===== src/rtl/sctl_pkg.sv =====
`timescale 1ns/1ps
package sctl_pkg;
  localparam int BW    = 8;
  localparam int FRAME = 2 * BW;
  typedef logic [BW-1:0] byte_t;
endpackage


===== src/rtl/sctl_sync.sv =====
`timescale 1ns/1ps
// Multi-stage synchroniser for asynchronous pins, reset to a chosen value.
module sctl_sync #(
  parameter int             W      = 1,
  parameter int             STAGES = 2,
  parameter logic [W-1:0]   RVAL   = '0
) (
  input  logic         clk,
  input  logic         rst_n,
  input  logic [W-1:0] d,
  output logic [W-1:0] q
);
  logic [W-1:0] st [STAGES];

  always_ff @(posedge clk or negedge rst_n) begin
    if (!rst_n) st[0] <= RVAL;
    else        st[0] <= d;
  end

  for (genvar s = 1; s < STAGES; s++) begin : g_stage
    always_ff @(posedge clk or negedge rst_n) begin
      if (!rst_n) st[s] <= RVAL;
      else        st[s] <= st[s-1];
    end
  end

  assign q = st[STAGES-1];
endmodule


===== src/rtl/sctl_shift.sv =====
`timescale 1ns/1ps
// Serial engine: edge detection, bit counting, input and output shifting.
module sctl_shift
  import sctl_pkg::*;
#(
  parameter int AW = 7
) (
  input  logic          clk,
  input  logic          rst_n,
  input  logic          sck_s,
  input  logic          sdi_s,
  input  logic          cs_n_s,
  input  byte_t         rd_data,
  output logic [AW-1:0] rd_addr,
  output byte_t         cmd,
  output byte_t         data,
  output logic          done,
  output logic          cs_act,
  output logic          cs_start,
  output logic          sdo
);
  localparam int CW = $clog2(FRAME + 1);

  logic              sck_d, cs_d;
  logic [CW-1:0]     cnt, cnt_n;
  logic [FRAME-1:0]  sr, sr_n;
  byte_t             osr, osr_n;
  logic              sck_r, sck_f, cs_end;

  assign cs_act   = ~cs_n_s;
  assign sck_r    = sck_s & ~sck_d;
  assign sck_f    = ~sck_s & sck_d;
  assign cs_start = cs_act & ~cs_d;
  assign cs_end   = ~cs_act & cs_d;

  always_comb begin
    cnt_n = cnt;
    sr_n  = sr;
    osr_n = osr;
    if (cs_start) begin
      cnt_n = '0;
      osr_n = '0;
    end else if (cs_act) begin
      if (sck_r && cnt < CW'(FRAME)) begin
        sr_n  = {sr[FRAME-2:0], sdi_s};
        cnt_n = cnt + 1'b1;
      end
      if (sck_f) begin
        if (cnt == CW'(BW))
          osr_n = sr[BW-1] ? rd_data : '0;
        else if (cnt > CW'(BW) && cnt < CW'(FRAME))
          osr_n = {osr[BW-2:0], 1'b0};
      end
    end
  end

  always_ff @(posedge clk or negedge rst_n) begin
    if (!rst_n) begin
      sck_d <= 1'b0;
      cs_d  <= 1'b0;
      cnt   <= '0;
      sr    <= '0;
      osr   <= '0;
    end else begin
      sck_d <= sck_s;
      cs_d  <= cs_act;
      cnt   <= cnt_n;
      sr    <= sr_n;
      osr   <= osr_n;
    end
  end

  assign rd_addr = sr[AW-1:0];
  assign cmd     = sr[FRAME-1:BW];
  assign data    = sr[BW-1:0];
  assign done    = cs_end && (cnt == CW'(FRAME));
  assign sdo     = osr[BW-1];


  cnt_clear_chk: assert property (@(posedge clk) disable iff (!rst_n)
    cs_start |=> (cnt == '0));

  extra_bit_chk: assert property (@(posedge clk) disable iff (!rst_n)
    (cs_act && sck_r && cnt == CW'(FRAME)) |=> $stable(sr));

  out_edge_chk: assert property (@(posedge clk) disable iff (!rst_n)
    !$stable(osr) |-> $past(sck_f || cs_start));
endmodule


===== src/rtl/sctl_regs.sv =====
`timescale 1ns/1ps
// Register bank, read multiplexer, event queue and interrupt gate.
module sctl_regs
  import sctl_pkg::*;
#(
  parameter int NCTL      = 4,
  parameter int NEV       = 4,
  parameter int STAT_BASE = 8,
  parameter int ID_ADDR   = 16,
  parameter int AW        = 7
) (
  input  logic              clk,
  input  logic              rst_n,
  input  logic [NEV-1:0]    evt,
  input  logic [NEV*BW-1:0] stat_in,
  input  logic              done,
  input  byte_t             cmd,
  input  byte_t             data,
  input  logic [AW-1:0]     rd_addr,
  input  logic              cs_act,
  input  logic              cs_start,
  output byte_t             rd_data,
  output logic [NCTL*BW-1:0] ctrl_q,
  output logic              irq_n
);
  localparam int IDW = (NEV > 1) ? $clog2(NEV) : 1;

  byte_t          ctrl_r [NCTL];
  byte_t          ctrl_n [NCTL];
  byte_t          stat_r [NEV];
  byte_t          stat_n [NEV];
  logic [NEV-1:0] pend_r, pend_n;
  logic           irq_r, irq_nx;
  logic [AW-1:0]  f_addr;
  logic           wr_fire, rd_fire;
  logic [IDW-1:0] top;
  byte_t          id_v;

  assign f_addr  = cmd[AW-1:0];
  assign wr_fire = done & ~cmd[BW-1];
  assign rd_fire = done &  cmd[BW-1];

  always_comb begin
    for (int k = 0; k < NCTL; k++) begin
      ctrl_n[k] = ctrl_r[k];
      if (wr_fire && f_addr == AW'(k)) ctrl_n[k] = data;
    end
    for (int k = 0; k < NEV; k++) begin
      stat_n[k] = stat_r[k];
      pend_n[k] = pend_r[k];
      if (rd_fire && f_addr == AW'(STAT_BASE + k)) pend_n[k] = 1'b0;
      if (evt[k]) begin
        stat_n[k] = stat_in[k*BW +: BW];
        pend_n[k] = 1'b1;
      end
    end
    if (cs_start)    irq_nx = 1'b0;
    else if (cs_act) irq_nx = irq_r;
    else             irq_nx = |pend_r;
  end

  always_comb begin
    top = '0;
    for (int k = NEV - 1; k >= 0; k--)
      if (pend_r[k]) top = IDW'(k);
    id_v = '0;
    id_v[BW-1]  = |pend_r;
    id_v[IDW-1:0] = top;
    rd_data = '0;
    for (int k = 0; k < NCTL; k++)
      if (rd_addr == AW'(k)) rd_data = ctrl_r[k];
    for (int k = 0; k < NEV; k++)
      if (rd_addr == AW'(STAT_BASE + k)) rd_data = stat_r[k];
    if (rd_addr == AW'(ID_ADDR)) rd_data = id_v;
  end

  always_ff @(posedge clk or negedge rst_n) begin
    if (!rst_n) begin
      for (int k = 0; k < NCTL; k++) ctrl_r[k] <= '0;
      for (int k = 0; k < NEV; k++)  stat_r[k] <= '0;
      pend_r <= '0;
      irq_r  <= 1'b0;
    end else begin
      for (int k = 0; k < NCTL; k++) ctrl_r[k] <= ctrl_n[k];
      for (int k = 0; k < NEV; k++)  stat_r[k] <= stat_n[k];
      pend_r <= pend_n;
      irq_r  <= irq_nx;
    end
  end

  for (genvar g = 0; g < NCTL; g++) begin : g_out
    assign ctrl_q[g*BW +: BW] = ctrl_r[g];
  end
  assign irq_n = ~irq_r;


  ctrl_wr_chk: assert property (@(posedge clk) disable iff (!rst_n)
    !$stable(ctrl_q) |-> $past(done && !cmd[BW-1]));

  irq_gate_chk: assert property (@(posedge clk) disable iff (!rst_n)
    $rose(irq_r) |-> $past(!cs_act));

  irq_clr_chk: assert property (@(posedge clk) disable iff (!rst_n)
    cs_start |=> !irq_r);

  deq_chk: assert property (@(posedge clk) disable iff (!rst_n)
    ($countones(pend_r) < $countones($past(pend_r))) |-> $past(done));
endmodule


===== src/rtl/sctl_top.sv =====
`timescale 1ns/1ps
// Serial register control port: top level.
module sctl_top
  import sctl_pkg::*;
#(
  parameter int NCTL      = 4,
  parameter int NEV       = 4,
  parameter int STAT_BASE = 8,
  parameter int ID_ADDR   = 16,
  parameter int SYNC      = 2
) (
  input  logic                clk,
  input  logic                rst_n,
  input  logic                sck,
  input  logic                sdi,
  input  logic                cs_n,
  output logic                sdo,
  output logic                sdo_oe,
  output logic                irq_n,
  input  logic [NEV-1:0]      evt,
  input  logic [NEV*BW-1:0]   stat_in,
  output logic [NCTL*BW-1:0]  ctrl_q
);
  localparam int AW = BW - 1;

  logic [1:0]    rst_pipe;
  logic          rst_i;
  logic [2:0]    pins_s;
  logic [AW-1:0] rd_addr;
  byte_t         rd_data, cmd, data;
  logic          done, cs_act, cs_start;

  always_ff @(posedge clk or negedge rst_n) begin
    if (!rst_n) rst_pipe <= '0;
    else        rst_pipe <= {rst_pipe[0], 1'b1};
  end
  assign rst_i = rst_pipe[1];

  sctl_sync #(.W(3), .STAGES(SYNC), .RVAL(3'b100)) u_sync (
    .clk(clk), .rst_n(rst_i), .d({cs_n, sck, sdi}), .q(pins_s)
  );

  sctl_shift #(.AW(AW)) u_shift (
    .clk(clk), .rst_n(rst_i),
    .sck_s(pins_s[1]), .sdi_s(pins_s[0]), .cs_n_s(pins_s[2]),
    .rd_data(rd_data), .rd_addr(rd_addr), .cmd(cmd), .data(data),
    .done(done), .cs_act(cs_act), .cs_start(cs_start), .sdo(sdo)
  );

  sctl_regs #(.NCTL(NCTL), .NEV(NEV), .STAT_BASE(STAT_BASE),
              .ID_ADDR(ID_ADDR), .AW(AW)) u_regs (
    .clk(clk), .rst_n(rst_i), .evt(evt), .stat_in(stat_in),
    .done(done), .cmd(cmd), .data(data), .rd_addr(rd_addr),
    .cs_act(cs_act), .cs_start(cs_start), .rd_data(rd_data),
    .ctrl_q(ctrl_q), .irq_n(irq_n)
  );

  assign sdo_oe = ~cs_n;
endmodule


===== config.mk =====
export PLATFORM = sky130hd
export DESIGN_NAME = sctl_top
export DESIGN_NICKNAME = d
export VERILOG_FILES = /design/src/rtl/sctl_pkg.sv /design/src/rtl/sctl_sync.sv /design/src/rtl/sctl_shift.sv /design/src/rtl/sctl_regs.sv /design/src/rtl/sctl_top.sv
export SDC_FILE = /design/constraint.sdc
export NUM_CORES = 1
export LEC_CHECK = 0
export CAP_MARGIN = 40
export CORE_MARGIN = 5
export CORE_UTILIZATION = 40
export DETAILED_ROUTE_END_ITERATION = 10
export GPL_ROUTABILITY_DRIVEN = 0
export SLEW_MARGIN = 15
export SYNTH_ARGS = -nofsm -noshare
export SYNTH_HDL_FRONTEND = slang
export SYNTH_HIERARCHICAL = 1
export SYNTH_SLANG_ARGS = --single-unit

===== constraint.sdc =====
create_clock -name clk -period 4.65 [get_ports clk]
set_input_delay 0.6975 -clock clk [delete_from_list [all_inputs] [get_ports clk]]
set_output_delay 0.6975 -clock clk [all_outputs]
set_load 0.02 [all_outputs]

==> impl_metrics.env <==
export IMPL_cts_sinks=108
export IMPL_async_flop_share_pct=100
export IMPL_first_pass_iters=4
export IMPL_path_cells="inv_1 > ha_1 > or4b_2 > nor3_1 > inv_1 > nor4_4 > nand2_2 > mux2_2"
export IMPL_critPathBufInv=2
export IMPL_place_hpwl_um=7620
export IMPL_grt_pass1_vias=3315
export IMPL_clkLatencyLatePin_ns=0.36
export IMPL_htreeDepth=3
export IMPL_ys_flop_type="dfrtp_1"
export IMPL_syn_area_mm2=0.00495
export IMPL_tns_ns=0
export IMPL_p_leak_nw=2.62
export IMPL_finalHoldViolCount=0
export IMPL_power_mw=2.29
export IMPL_start_util_pct=41.1
export IMPL_grt_pass1_wl_um=17700
export IMPL_clock_skew_ns=0.00939
export IMPL_critPathCaptureType="flop"
export IMPL_worst_pin_slew_ns=0.797
export IMPL_syn_to_final_growth_pct=24.2
export IMPL_worstRegToRegCells=8
export IMPL_cts_root_buf="clkbuf_16"
export IMPL_crit_top_cell="inv_1"
export IMPL_holdBufCountCts=0
export IMPL_netlist_instances=365
export IMPL_track_usage_pct=15.7
export IMPL_crit_path_end="u_regs/ctrl_q[16]$_DFFE_PN0P_"
export IMPL_drc=0
export IMPL_worstSetupStartpoint="u_shift/cnt[1]$_DFFE_PN0P_"
export IMPL_synth_distinct_cells=44
export IMPL_startpoint_type="flop"
export IMPL_cts_tree="built"
export IMPL_dr_wl_met3_um=485
export IMPL_die_h_um=121
export IMPL_fmax_mhz=382
export IMPL_maxCapViolations=0
export IMPL_drt_met1_wl_um=5120
export IMPL_finalCritPeriodShare_pct=56.3
export IMPL_status="finished, final reports clean"
export IMPL_p_per_area_mw_per_mm2=373
export IMPL_setup_viol=0
export IMPL_slowest_stage="or4b_2"
export IMPL_drive_gt1_share_pct=31.3
export IMPL_reg2reg_to="u_regs/ctrl_q[16]$_DFFE_PN0P_"
export IMPL_antenna_found_initial=0
export IMPL_ctsResizeCount=0
export IMPL_via_count=3097
export IMPL_wirelength_um=10900
export IMPL_crit_cells=8
export IMPL_grt_overflow=0
export IMPL_layout_cells_non_filler=602
export IMPL_die_area_mm2=0.0147
export IMPL_synth_area_leaders="dfrtp_1 54%, mux2_2 19%, mux4_2 4.5%"
export IMPL_topRoutingLayerUsed="met4"
export IMPL_synth_top_cell_by_area="dfrtp_1"
export IMPL_io_pins=76
export IMPL_via_per_inst=5.14
export IMPL_drv_slew=0
export IMPL_cts_made_buffers=9
export IMPL_layout_nets=472
export IMPL_avgSynthCellArea_um2=13.6
export IMPL_grt_max_degree=62
export IMPL_ant_nets=0
export IMPL_fp_dieW_um=121
export IMPL_rsz0062_at_grt="false"
export IMPL_reg2reg_from="u_shift/cnt[1]$_DFFE_PN0P_"
export IMPL_hp_class="reg -> async"
export IMPL_netlist_area_leader_share_pct=53.6
export IMPL_antenna_cells=0
export IMPL_setup_slack_ns=2.03
export IMPL_r2r_slack_ns=2.03
export IMPL_post_cts_buffers=0
export IMPL_slew_headroom_pct=46.9
export IMPL_arrival_ns=2.86
export IMPL_dp_cells=586
export IMPL_synth_net_count=408
export IMPL_critical_path_max_stage_delay_ns=0.58
export IMPL_finalCriticalPeriod_ns=2.62
export IMPL_ys_seq_elements=108
export IMPL_preCtsSetupSlack_ns=2.02
export IMPL_ir_drop_v=0.000218
export IMPL_critPathRequiredTime_ns=4.89
export IMPL_synth_edf_count=0
export IMPL_path_clk_slew_ns=0.08
export IMPL_dr_wl_met2_um=5140
export IMPL_fill_cells=1080
export IMPL_port_buffers=75
export IMPL_critPathMaxFanout=8
export IMPL_ys_warnings_count=6
export IMPL_clockBufferDepth=2
export IMPL_coreArea_mm2=0.0121
export IMPL_row_count=40
export IMPL_crit_type="reg -> reg"
export IMPL_synth_yosys_seq_area_share_pct=54.6
export IMPL_path_delay_family="simple AND/OR/NAND/NOR gates"
export IMPL_drt_iter0_drc=193
export IMPL_routedWlPerCell_um=18.1
report_power, final:
group / internal (mW) / total (mW) / switching [mW]
combinational: 0.172 / 0.312 / 0.141
clock: 0.537 / 0.903 / 0.366
sequential: 0.988 / 1.08 / 0.0891
cell usage in the layout (no fill, tap or decap), drive strengths merged, types with 2 or more instances in the layout:
cell             n
a21oi            8
nor2b            2
a21o             6
ha               2
bufinv           3
clkbuf           9
dfrtp          106
o22ai           11
clkinv           3
nor4             3
mux2i           10
nor2            10
and4bb           3
mux2            90
clkdlybuf4s50   75
nand2b           4
nand2           16
buf              4
o221ai           3
a211oi           2
dfstp            2
o21ai            7
mux4            10
inv             20
or4              2
nand3            8
nor3             3
sequential cells by signal, indices dropped and copies added (netlist names):
signal / flops
u_regs/pend_r: 4
u_shift/cnt: 5
u_regs/irq_r: 1
u_sync/st: 3
u_shift/osr: 8
u_shift/cs_d: 1
rst_pipe: 2
u_shift/sr: 16
u_shift/sck_d: 1
u_regs/ctrl_q: 32
u_sync/q: 3
u_regs/stat_r: 32
layout make-up:
cell class	count	area (um^2)	share of cell area (%)
sequential	108	2710	44.0
multi-input combinational	212	2010	32.7
timing repair buffer	79	788	12.8
clock buffer	9	225	3.66
tap	168	210	3.42
clock inverter	7	135	2.20
inverter	19	71.3	1.16
how the worst min path moves through the flow:
stage	endpoint	slack (ns)	cells after the start
after global routing	u_sync/q[0]$_DFF_PN0_	0.36	0
after detailed placement	u_sync/q[0]$_DFF_PN0_	0.34	0
after CTS	u_sync/q[0]$_DFF_PN0_	0.36	0
after floorplan	rst_pipe[1]$_DFF_PN0_	0.33	0
after global placement	u_sync/q[0]$_DFF_PN0_	0.34	0
final	u_shift/sr[13]$_DFFE_PN0P_	0.34	0
kinds of logic after synthesis:
kind of cell / after synthesis / share of synthesized area [%]
buf+inv: 45 / 4.75
compound gates: 43 / 5.68
flops: 108 / 54.6
other cells: 1 / 0.0757
simple gates: 56 / 6.72
fa+ha+maj: 2 / 0.505
mux: 110 / 27.6
stage by stage:
stage | util (%) | instance area, um^2 | hold slack (ns)
final | 51.0 | 6150 | 0.336
after detailed placement | 48.0 | 5790 | 0.339
after CTS | 51.0 | 6150 | 0.357
after global routing | 51.0 | 6150 | 0.360
after floorplan | - | 4950 | 0.331
after global placement | 47.9 | 5780 | 0.335
routing by layer:
layer | vias to the layer above | global-route usage, %
li1 | 1433 | -
met1 | 1587 | 21.6
met2 | 66 | 24.2
met3 | 11 | 5.03
met4 | 0 | 3.99
met5 | - | 0
cells in the mapped netlist (3+ instances only):
| library cell | number |
|---|---|
| and4bb_2 | 3 |
| nand2_1 | 13 |
| nor2_1 | 10 |
| a21o_1 | 6 |
| nand2_2 | 3 |
| mux4_2 | 10 |
| clkbuf_1 | 10 |
| nand3_1 | 7 |
| mux2_2 | 82 |
| o22ai_1 | 11 |
| buf_2 | 4 |
| o21ai_0 | 7 |
| inv_1 | 19 |
| mux2i_1 | 10 |
| dfrtp_1 | 106 |
| nand2b_1 | 4 |
| buf_4 | 10 |
| o221ai_1 | 3 |
| nor3_1 | 3 |
| mux2_4 | 8 |
| a21oi_1 | 8 |
worst reg2reg max path: stages (launching register included):
cell,delay [ns]
dfrtp_1,0.40
inv_1,0.09
ha_1,0.16
or4b_2,0.58
nor3_1,0.15
inv_1,0.11
nor4_4,0.42
nand2_2,0.26
mux2_2,0.34
No activity file was read; power rests on OpenSTA's default activity.
